===== src/rtl/lpc_erase_pkg.sv =====
package lpc_erase_pkg;

    typedef enum logic [3:0] {
        CY_IDLE, CY_START, CY_CTYPE, CY_ADDR, CY_WDAT0, CY_WDAT1,
        CY_HTAR1, CY_HTAR2, CY_SYNC, CY_RDAT0, CY_RDAT1, CY_PTAR1, CY_PTAR2
    } cyc_state_t;

    typedef enum logic [2:0] {
        SQ_IDLE, SQ_WR_ISSUE, SQ_WR_WAIT, SQ_RD_ISSUE, SQ_RD_WAIT,
        SQ_JUDGE, SQ_DONE, SQ_FAIL
    } seq_state_t;

    typedef enum logic [1:0] {
        ERR_NONE = 2'd0,
        ERR_SYNC = 2'd1,
        ERR_POLL = 2'd2
    } err_code_t;

    localparam logic [3:0] NIB_START   = 4'h0;
    localparam logic [3:0] NIB_MEM_RD  = 4'h4;
    localparam logic [3:0] NIB_MEM_WR  = 4'h6;
    localparam logic [3:0] NIB_TAR     = 4'hF;
    localparam logic [3:0] NIB_SYNC_OK = 4'h0;

    localparam int CMD_COUNT = 6;
    localparam int CMD_IW    = $clog2(CMD_COUNT);

    // Low 16 bits of the address used by each unlock step
    function automatic logic [15:0] cmd_low_addr(input logic [CMD_IW-1:0] idx);
        return (idx == CMD_IW'(1) || idx == CMD_IW'(4)) ? 16'h2AAA : 16'h5555;
    endfunction

    // Byte written by each step of the erase command
    function automatic logic [7:0] cmd_data(input logic [CMD_IW-1:0] idx);
        logic [7:0] d;
        unique case (idx)
            CMD_IW'(0), CMD_IW'(3): d = 8'hAA;
            CMD_IW'(1), CMD_IW'(4): d = 8'h55;
            CMD_IW'(2):             d = 8'h80;
            default:                d = 8'h30;
        endcase
        return d;
    endfunction

endpackage


===== src/rtl/lpc_cycle_engine.sv =====
module lpc_cycle_engine
    import lpc_erase_pkg::*;
#(
    parameter int SYNC_WAIT = 8
) (
    input  logic        clk,
    input  logic        rst_n,
    input  logic        req_i,
    input  logic        rd_i,
    input  logic [31:0] addr_i,
    input  logic [7:0]  wdata_i,
    input  logic [3:0]  lad_i,
    output logic [3:0]  lad_o,
    output logic        lad_oe_o,
    output logic        frame_n_o,
    output logic        done_o,
    output logic        sync_err_o,
    output logic [7:0]  rdata_o
);

    localparam int SCW = $clog2(SYNC_WAIT + 1);
    localparam logic [SCW-1:0] SYNC_LAST = SCW'(SYNC_WAIT - 1);

    cyc_state_t     state, nxt;
    logic           rd_r;
    logic [31:0]    addr_r;
    logic [7:0]     wdat_r;
    logic [2:0]     nib;
    logic [SCW-1:0] scnt;
    logic [7:0]     rbyte;

    logic sync_seen, sync_expired;
    assign sync_seen    = (lad_i == NIB_SYNC_OK);
    assign sync_expired = !sync_seen && (scnt == SYNC_LAST);

    // State register and cycle datapath
    always_ff @(posedge clk) begin
        if (!rst_n) begin
            state  <= CY_IDLE;
            rd_r   <= 1'b0;
            addr_r <= '0;
            wdat_r <= '0;
            nib    <= '0;
            scnt   <= '0;
            rbyte  <= '0;
        end else begin
            state <= nxt;
            unique case (state)
                CY_IDLE: if (req_i) begin
                    rd_r   <= rd_i;
                    addr_r <= addr_i;
                    wdat_r <= wdata_i;
                    nib    <= 3'd7;
                end
                CY_ADDR:  nib   <= nib - 3'd1;
                CY_HTAR2: scnt  <= '0;
                CY_SYNC:  scnt  <= scnt + SCW'(1);
                CY_RDAT0: rbyte[3:0] <= lad_i;
                CY_RDAT1: rbyte[7:4] <= lad_i;
                default: ;
            endcase
        end
    end

    // Next-state decode
    always_comb begin
        nxt = state;
        unique case (state)
            CY_IDLE:  if (req_i) nxt = CY_START;
            CY_START: nxt = CY_CTYPE;
            CY_CTYPE: nxt = CY_ADDR;
            CY_ADDR:  if (nib == 3'd0) nxt = rd_r ? CY_HTAR1 : CY_WDAT0;
            CY_WDAT0: nxt = CY_WDAT1;
            CY_WDAT1: nxt = CY_HTAR1;
            CY_HTAR1: nxt = CY_HTAR2;
            CY_HTAR2: nxt = CY_SYNC;
            CY_SYNC: begin
                if (sync_seen)         nxt = rd_r ? CY_RDAT0 : CY_PTAR1;
                else if (sync_expired) nxt = CY_IDLE;
            end
            CY_RDAT0: nxt = CY_RDAT1;
            CY_RDAT1: nxt = CY_PTAR1;
            CY_PTAR1: nxt = CY_PTAR2;
            CY_PTAR2: nxt = CY_IDLE;
            default:  nxt = CY_IDLE;
        endcase
    end

    // Bus outputs
    always_comb begin
        frame_n_o = 1'b1;
        lad_oe_o  = 1'b0;
        lad_o     = NIB_TAR;
        unique case (state)
            CY_START: begin frame_n_o = 1'b0; lad_oe_o = 1'b1; lad_o = NIB_START; end
            CY_CTYPE: begin lad_oe_o = 1'b1; lad_o = rd_r ? NIB_MEM_RD : NIB_MEM_WR; end
            CY_ADDR:  begin lad_oe_o = 1'b1; lad_o = addr_r[{nib, 2'b00} +: 4]; end
            CY_WDAT0: begin lad_oe_o = 1'b1; lad_o = wdat_r[3:0]; end
            CY_WDAT1: begin lad_oe_o = 1'b1; lad_o = wdat_r[7:4]; end
            CY_HTAR1: begin lad_oe_o = 1'b1; lad_o = NIB_TAR; end
            default: ;
        endcase
    end

    assign done_o     = (state == CY_PTAR2);
    assign sync_err_o = (state == CY_SYNC) && sync_expired;
    assign rdata_o    = rbyte;

endmodule


===== src/rtl/lpc_erase_seq.sv =====
module lpc_erase_seq
    import lpc_erase_pkg::*;
#(
    parameter int          POLL_W    = 16,
    parameter logic [15:0] UNLOCK_HI = 16'hFF80
) (
    input  logic              clk,
    input  logic              rst_n,
    input  logic              start_i,
    input  logic [31:0]       sector_i,
    input  logic              poll_mode_i,
    input  logic [POLL_W-1:0] max_polls_i,
    input  logic              cyc_done_i,
    input  logic              cyc_sync_err_i,
    input  logic [7:0]        cyc_rdata_i,
    output logic              cyc_req_o,
    output logic              cyc_rd_o,
    output logic [31:0]       cyc_addr_o,
    output logic [7:0]        cyc_wdata_o,
    output logic              busy_o,
    output logic              done_o,
    output logic              err_o,
    output logic [1:0]        err_code_o
);

    localparam logic [CMD_IW-1:0] CMD_LAST = CMD_IW'(CMD_COUNT - 1);

    seq_state_t        state, nxt;
    logic [CMD_IW-1:0] idx;
    logic [31:0]       sect_r;
    logic              mode_r;
    logic [POLL_W-1:0] max_r;
    logic [POLL_W-1:0] polls;
    logic              prev6;
    logic              have_prev;
    err_code_t         code_r;

    logic complete, limit_hit;
    assign complete  = mode_r ? cyc_rdata_i[7]
                              : (have_prev && (cyc_rdata_i[6] == prev6));
    assign limit_hit = (polls >= max_r);

    // State register and sequencing datapath
    always_ff @(posedge clk) begin
        if (!rst_n) begin
            state     <= SQ_IDLE;
            idx       <= '0;
            sect_r    <= '0;
            mode_r    <= 1'b0;
            max_r     <= '0;
            polls     <= '0;
            prev6     <= 1'b0;
            have_prev <= 1'b0;
            code_r    <= ERR_NONE;
        end else begin
            state <= nxt;
            unique case (state)
                SQ_IDLE: if (start_i) begin
                    sect_r    <= sector_i;
                    mode_r    <= poll_mode_i;
                    max_r     <= max_polls_i;
                    idx       <= '0;
                    polls     <= '0;
                    have_prev <= 1'b0;
                    code_r    <= ERR_NONE;
                end
                SQ_WR_WAIT: begin
                    if (cyc_sync_err_i)  code_r <= ERR_SYNC;
                    else if (cyc_done_i) idx    <= idx + CMD_IW'(1);
                end
                SQ_RD_WAIT: begin
                    if (cyc_sync_err_i)  code_r <= ERR_SYNC;
                    else if (cyc_done_i) polls  <= polls + POLL_W'(1);
                end
                SQ_JUDGE: begin
                    prev6     <= cyc_rdata_i[6];
                    have_prev <= 1'b1;
                    if (!complete && limit_hit) code_r <= ERR_POLL;
                end
                default: ;
            endcase
        end
    end

    // Next-state decode
    always_comb begin
        nxt = state;
        unique case (state)
            SQ_IDLE:     if (start_i) nxt = SQ_WR_ISSUE;
            SQ_WR_ISSUE: nxt = SQ_WR_WAIT;
            SQ_WR_WAIT: begin
                if (cyc_sync_err_i)  nxt = SQ_FAIL;
                else if (cyc_done_i) nxt = (idx == CMD_LAST) ? SQ_RD_ISSUE : SQ_WR_ISSUE;
            end
            SQ_RD_ISSUE: nxt = SQ_RD_WAIT;
            SQ_RD_WAIT: begin
                if (cyc_sync_err_i)  nxt = SQ_FAIL;
                else if (cyc_done_i) nxt = SQ_JUDGE;
            end
            SQ_JUDGE: begin
                if (complete)       nxt = SQ_DONE;
                else if (limit_hit) nxt = SQ_FAIL;
                else                nxt = SQ_RD_ISSUE;
            end
            SQ_DONE: nxt = SQ_IDLE;
            SQ_FAIL: nxt = SQ_IDLE;
            default: nxt = SQ_IDLE;
        endcase
    end

    // Outputs
    always_comb begin
        cyc_req_o   = 1'b0;
        cyc_rd_o    = 1'b0;
        cyc_addr_o  = sect_r;
        cyc_wdata_o = cmd_data(idx);
        unique case (state)
            SQ_WR_ISSUE: begin
                cyc_req_o  = 1'b1;
                cyc_addr_o = (idx == CMD_LAST) ? sect_r : {UNLOCK_HI, cmd_low_addr(idx)};
            end
            SQ_RD_ISSUE: begin
                cyc_req_o = 1'b1;
                cyc_rd_o  = 1'b1;
            end
            default: ;
        endcase
    end

    assign busy_o     = (state != SQ_IDLE);
    assign done_o     = (state == SQ_DONE);
    assign err_o      = (state == SQ_FAIL);
    assign err_code_o = code_r;

endmodule


===== src/rtl/lpc_sector_eraser.sv =====
module lpc_sector_eraser
    import lpc_erase_pkg::*;
#(
    parameter int          POLL_W    = 16,
    parameter int          SYNC_WAIT = 8,
    parameter logic [15:0] UNLOCK_HI = 16'hFF80
) (
    input  logic              clk,
    input  logic              rst_n,
    input  logic              start_i,
    input  logic [31:0]       sector_i,
    input  logic              poll_mode_i,
    input  logic [POLL_W-1:0] max_polls_i,
    input  logic [3:0]        lad_i,
    output logic [3:0]        lad_o,
    output logic              lad_oe_o,
    output logic              frame_n_o,
    output logic              busy_o,
    output logic              done_o,
    output logic              err_o,
    output logic [1:0]        err_code_o
);

    logic        req, rd, cdone, serr;
    logic [31:0] addr;
    logic [7:0]  wdata, rdata;

    lpc_erase_seq #(
        .POLL_W    (POLL_W),
        .UNLOCK_HI (UNLOCK_HI)
    ) u_seq (
        .clk            (clk),
        .rst_n          (rst_n),
        .start_i        (start_i),
        .sector_i       (sector_i),
        .poll_mode_i    (poll_mode_i),
        .max_polls_i    (max_polls_i),
        .cyc_done_i     (cdone),
        .cyc_sync_err_i (serr),
        .cyc_rdata_i    (rdata),
        .cyc_req_o      (req),
        .cyc_rd_o       (rd),
        .cyc_addr_o     (addr),
        .cyc_wdata_o    (wdata),
        .busy_o         (busy_o),
        .done_o         (done_o),
        .err_o          (err_o),
        .err_code_o     (err_code_o)
    );

    lpc_cycle_engine #(
        .SYNC_WAIT (SYNC_WAIT)
    ) u_cyc (
        .clk        (clk),
        .rst_n      (rst_n),
        .req_i      (req),
        .rd_i       (rd),
        .addr_i     (addr),
        .wdata_i    (wdata),
        .lad_i      (lad_i),
        .lad_o      (lad_o),
        .lad_oe_o   (lad_oe_o),
        .frame_n_o  (frame_n_o),
        .done_o     (cdone),
        .sync_err_o (serr),
        .rdata_o    (rdata)
    );

endmodule


===== config.mk =====
export PLATFORM = sky130hd
export DESIGN_NAME = lpc_sector_eraser
export DESIGN_NICKNAME = d
export VERILOG_FILES = /design/src/rtl/lpc_erase_pkg.sv /design/src/rtl/lpc_cycle_engine.sv /design/src/rtl/lpc_erase_seq.sv /design/src/rtl/lpc_sector_eraser.sv
export SDC_FILE = /design/constraint.sdc
export NUM_CORES = 1
export LEC_CHECK = 0
export ABC_CLOCK_PERIOD_IN_PS = 3250
export BUFFER_PORTS_ARGS = -buffer_cell sky130_fd_sc_hd__buf_4
export CELL_PAD_IN_SITES_DETAIL_PLACEMENT = 1
export CELL_PAD_IN_SITES_GLOBAL_PLACEMENT = 2
export CORE_AREA = 2 2 140 142
export CTS_CLUSTER_SIZE = 8
export DETAILED_ROUTE_END_ITERATION = 6
export DIE_AREA = 0 0 142 144
export HOLD_SLACK_MARGIN = 0.15
export PLACE_DENSITY = 0.89
export SYNTH_ARGS = -nofsm -noshare
export SYNTH_HDL_FRONTEND = slang
export SYNTH_HIERARCHICAL = 1
export SYNTH_SLANG_ARGS = --single-unit

===== constraint.sdc =====
create_clock -name clk -period 3.25 [get_ports clk]
set_input_delay 0.4875 -clock clk [delete_from_list [all_inputs] [get_ports clk]]
set_output_delay 0.4875 -clock clk [all_outputs]
set_load 0.01 [all_outputs]

* Word level (Yosys, flattened, before mapping) *
Cells that the tools add are included.

operators by class
  add/subtract/negate cells = 4
  $lt $le $gt $ge = 1
  eq/ne operators = 38
  shift operators = 1
  muxes and demuxes = 44
  reductions and logical operators = 34

operators with widths
  kind                                           count
  two-way mux 32 bit                             2
  two-way mux 16 bit                             3
  one-hot mux 4 bit (12 select lines)            1
  two-way mux 3 bit                              11
  one-hot mux 16 bit (2 select lines)            1
  indexed part select 32 x 6 -> 4 bit            1
  one-hot mux 8 bit (3 select lines)             1
  one-hot mux 3 bit (7 select lines)             1
  == test 4 x 3 -> 1 bit, second input constant  5
  == test 4 bit, second input constant           5
  one-hot mux 4 bit (5 select lines)             1
  == test 3 bit, second input constant           6
  adder 16 x 1 -> 16 bit, second input constant  1
  >= comparator 16 bit                           1
  two-way mux 4 bit                              4
  two-way mux 15 bit                             1
  two-way mux 2 bit                              7
  == test 3 x 2 -> 1 bit, second input constant  4
  != test 2 bit, second input constant           6
  one-hot mux 3 bit (2 select lines)             2
  AND reduction 4 bit                            3
  nonzero test 2 bit                             5
  OR reduction 2 bit                             5
  logical NOT 3 bit                              3
  22 further kinds                               42

word-level totals
  register bits = 131
  bits of input ports = 56
  output and inout port bits = 11
  logic and storage cells = 138

* Depth between registers and ports, before layout *
  depth after elaboration = 7
  depth in mapped cells = 9
  mapped depth without buffers = 8

* Hierarchy *
Netlist, hierarchy kept.

modules (own cells, without submodules)
  module            instances  cells each  area each (µm²)  sequential area each (µm²)
  lpc_erase_seq     1          493         3937.5           1501.4
  lpc_cycle_engine  1          333         2782.7           1201.2

* Worst setup path after synthesis *
No wires, ideal clock.

  kind = input to register
  start point = in lad_i[2]
  end point = reg u_seq.polls[15]
  setup time = 0.070 ns
  data arrival time = 2.551 ns
  data required time = 3.180 ns
  path slack = 0.629 ns
  stages on the path = 8
  path through = or4_1 > nand2_1 > nor2_1 > nand3b_4 > a2111oi_4 > nand4_2 > or3_1 > a21oi_1

between the ends
  longest elaborated chain between the ends = 6

ends and longest elaborated chain
  item                                  line                     text
  from (decl)                           lpc_sector_eraser.sv:14  input logic [3:0] lad_i,
  logical NOT 4 bit                     lpc_cycle_engine.sv:33   assign sync_seen = (lad_i == NIB_SYNC_OK);
  logical NOT 1 bit                     lpc_cycle_engine.sv:34   assign sync_expired = !sync_seen && (scnt == SYNC_LAST);
  logical AND 1 bit                     lpc_cycle_engine.sv:34
  logical AND 1 bit                     lpc_cycle_engine.sv:106  assign sync_err_o = (state == CY_SYNC) && sync_expired;
  net serr                              lpc_sector_eraser.sv:24  logic req, rd, cdone, serr;
  != test 2 bit (no source line)        -
  AND reduction 4 bit (no source line)  -
  to (signal assigned)                  lpc_erase_seq.sv:73      else if (cyc_done_i) polls <= polls + POLL_W'(1);
  to (decl)                             lpc_erase_seq.sv:33      logic [POLL_W-1:0] polls;

The timed path passes the listed nets, and every way through them passes these cells.
A chain may end at the register's enable or synchronous reset.

* Worst setup path after layout *
  start point = reg u_cyc.nib[0]
  end point = out lad_o[0]

between the ends
  longest elaborated chain between the ends = 2

ends and longest elaborated chain
  item                                 line                     text
  from (decl)                          lpc_cycle_engine.sv:28   logic [2:0] nib;
  from (signal assigned)               lpc_cycle_engine.sv:55   CY_ADDR: nib <= nib - 3'd1;
  indexed part select 32 x 6 -> 4 bit  lpc_cycle_engine.sv:97   CY_ADDR: begin lad_oe_o = 1'b1; lad_o = addr_r[{nib, 2'b00} +: 4]; end
  one-hot mux 4 bit (5 select lines)   lpc_cycle_engine.sv:94   unique case (state)
  to (decl)                            lpc_sector_eraser.sv:15  output logic [3:0] lad_o,

No other way between the ends.

==> metrics.cfg <==
[status]
status = complete, no violations

[worst_setup_path]
required_ns = 2.76
crit_fanout = 11
critPathKind = register to primary output
reg2reg_slack_ns = 0.66
critPathMostFrequentCell = nand3_1
path_cells = mux4_2, nand3_1, nand3_1, buf_4
worstPathArrival_ns = 2.19
worstSetupStartpointType = register
slowest_delay_ns = 0.75
critPathBufInv = 1
crit_family = flip-flops
cp_slowest_cell = dfxtp_1
end_kind = primary output

[floorplanning]
fp.coreArea_sq_mm = 0.0191
initial_core_util_pct = 34.1
die_h_um = 144
die_x_um = 142
ios = 67
die-area_sq_mm = 0.0204
rows = 51

[sta]
relSlewSlack_pct = 30.6
setup-tns-final_ns = 0
setup_viol = 0
hold_slack_ns = 0.318
finalWorstSetupSlack_ns = 0.575
slew_violations = 0
fmax_mhz = 374
hold_violations = 0
finalClockSkew_ns = 0.0117
worstMarginPinSlew_ns = 1.04
rsz0062_at_grt = false
min_period_ns = 2.68
period_share_pct = 82.3

[job]
max_cap_violations = 0

[cells_and_area]
final_cell_mix = 209 x nand2_1, 129 x dfxtp_1, 81 x buf_4, 65 x a21oi_1, 49 x a21boi_0
drive_above_1_share_pct = 16.1
nNetsFinal = 934
n_antenna_cell = 0
areaGrowthSynthToFinish_pct = 19.0
final_common_cell = nand2_1

[synthesis]
avgSynthCellArea_sq_um = 8.06
synthesis.area_sq_mm = 0.00650
synth_cells = 807
yosysWarnings = 6
syn_nets = 888

[clock_network]
h-tree-depth = 4
cts_setup_buffers = 0
path_clk_slew_ns = 0.06
cts_buffer_depth = 2
cts_buffers = 17
clk-insertion-delay-late_ns = 0.42
cts_resized = 0
clockRootBuffer = clkbuf_16
cts_tree = built
cts.sinks = 129
ctsHoldBuffers = 0

[grt]
grt.total_usage_pct = 17.0
grt_pass1_wl_mm = 27.7
grt_pass1_vias = 5684
grt-ovfl-total = 0
grt_max_degree = 63
antenna_found_initial = 0

[route]
drt_iter0_markers = 307
wire_per_inst_um = 14.8
drt_first_pass_iters = 4
drc = 0
via_per_inst = 5.02
routed_wl_mm = 16.4
vias = 5540
ant_nets = 0

[placed_design]
place_ws_ns = 0.492
gp_congestion = 0.749
port_buffers = 66
hpwl_mm = 11.1

[power_and_ir_drop]
leakagePower_nw = 3.06
ir_drop_v = 0.000377
power_density_mw_per_mm2 = 601

[hold_path]
min_path_type = input port to register

[stage by stage]
step	total power [mW]	area (sq um)	std cells	utilization, %
2_1_floorplan	2.51	6500	807	-
3_3_place_gp	2.79	7160	1072	37.5
3_5_place_dp	2.80	7160	1072	37.5
4_1_cts	4.71	7740	1103	40.6
5_1_grt	4.92	7740	1103	40.6
6_report	4.66	7740	1103	40.6
[final timing paths]
path,from,end,cells after the start
max reg2reg,u_cyc/state[0],u_seq/err_code_o[1],9
min reg2reg,u_cyc/addr_r[11],u_cyc/addr_r[11],2
min,lad_i[3],u_cyc/rdata_o[7],3
max,u_cyc/nib[0],lad_o[0],4
[tightest hold or removal path: cells and delay by family]
kind | cells | cell delay [ns]
multiplexers | 1 | 0.06
buffers and inverters | 1 | 0.08
AND/OR/NAND/NOR | 1 | 0.07
[state kept, by name (all words and copies together), names as in the netlist]
| register | count |
|---|---|
| u_cyc/addr_r | 32 |
| u_seq/sect_r | 32 |
| u_seq/max_r | 16 |
| u_seq/polls | 16 |
| u_cyc/wdat_r | 8 |
| u_cyc/scnt | 4 |
| u_cyc/state | 4 |
| u_cyc/nib | 3 |
| u_seq/idx | 3 |
| u_seq/state | 3 |
| u_cyc/rdata_o | 2 |
| u_seq/err_code_o | 2 |
| u_cyc/rd_r | 1 |
| u_seq/have_prev | 1 |
| u_seq/mode_r | 1 |
| u_seq/prev6 | 1 |
[power by group]
group,total [mW],internal [mW],switching (mW),leakage (nW)
Sequential,1.81,1.70,0.120,1.05
Clock,1.89,1.19,0.705,0.275
Combinational,0.951,0.412,0.539,1.73
[layout make-up]
class | instances | area, sq um
flip-flops and latches | 129 | 2580
clock inverters | 8 | 105
fillers | 2281 | 11300
clock buffers | 23 | 478
multi-input cells | 592 | 3550
inverters | 32 | 120
well taps | 238 | 298
repair buffers | 81 | 608
[per-layer routing]
| metal | wire length [um] | GRT usage, % | vias up |
|---|---|---|---|
| met5 | 0 | 0 | - |
| met2 | 7780 | 28.0 | 59 |
| met4 | 236 | 5.84 | 0 |
| li1 | - | - | 2803 |
| met3 | 389 | 3.84 | 19 |
| met1 | 7960 | 21.9 | 2659 |
Note: power is estimated with default switching activity, not from simulation.
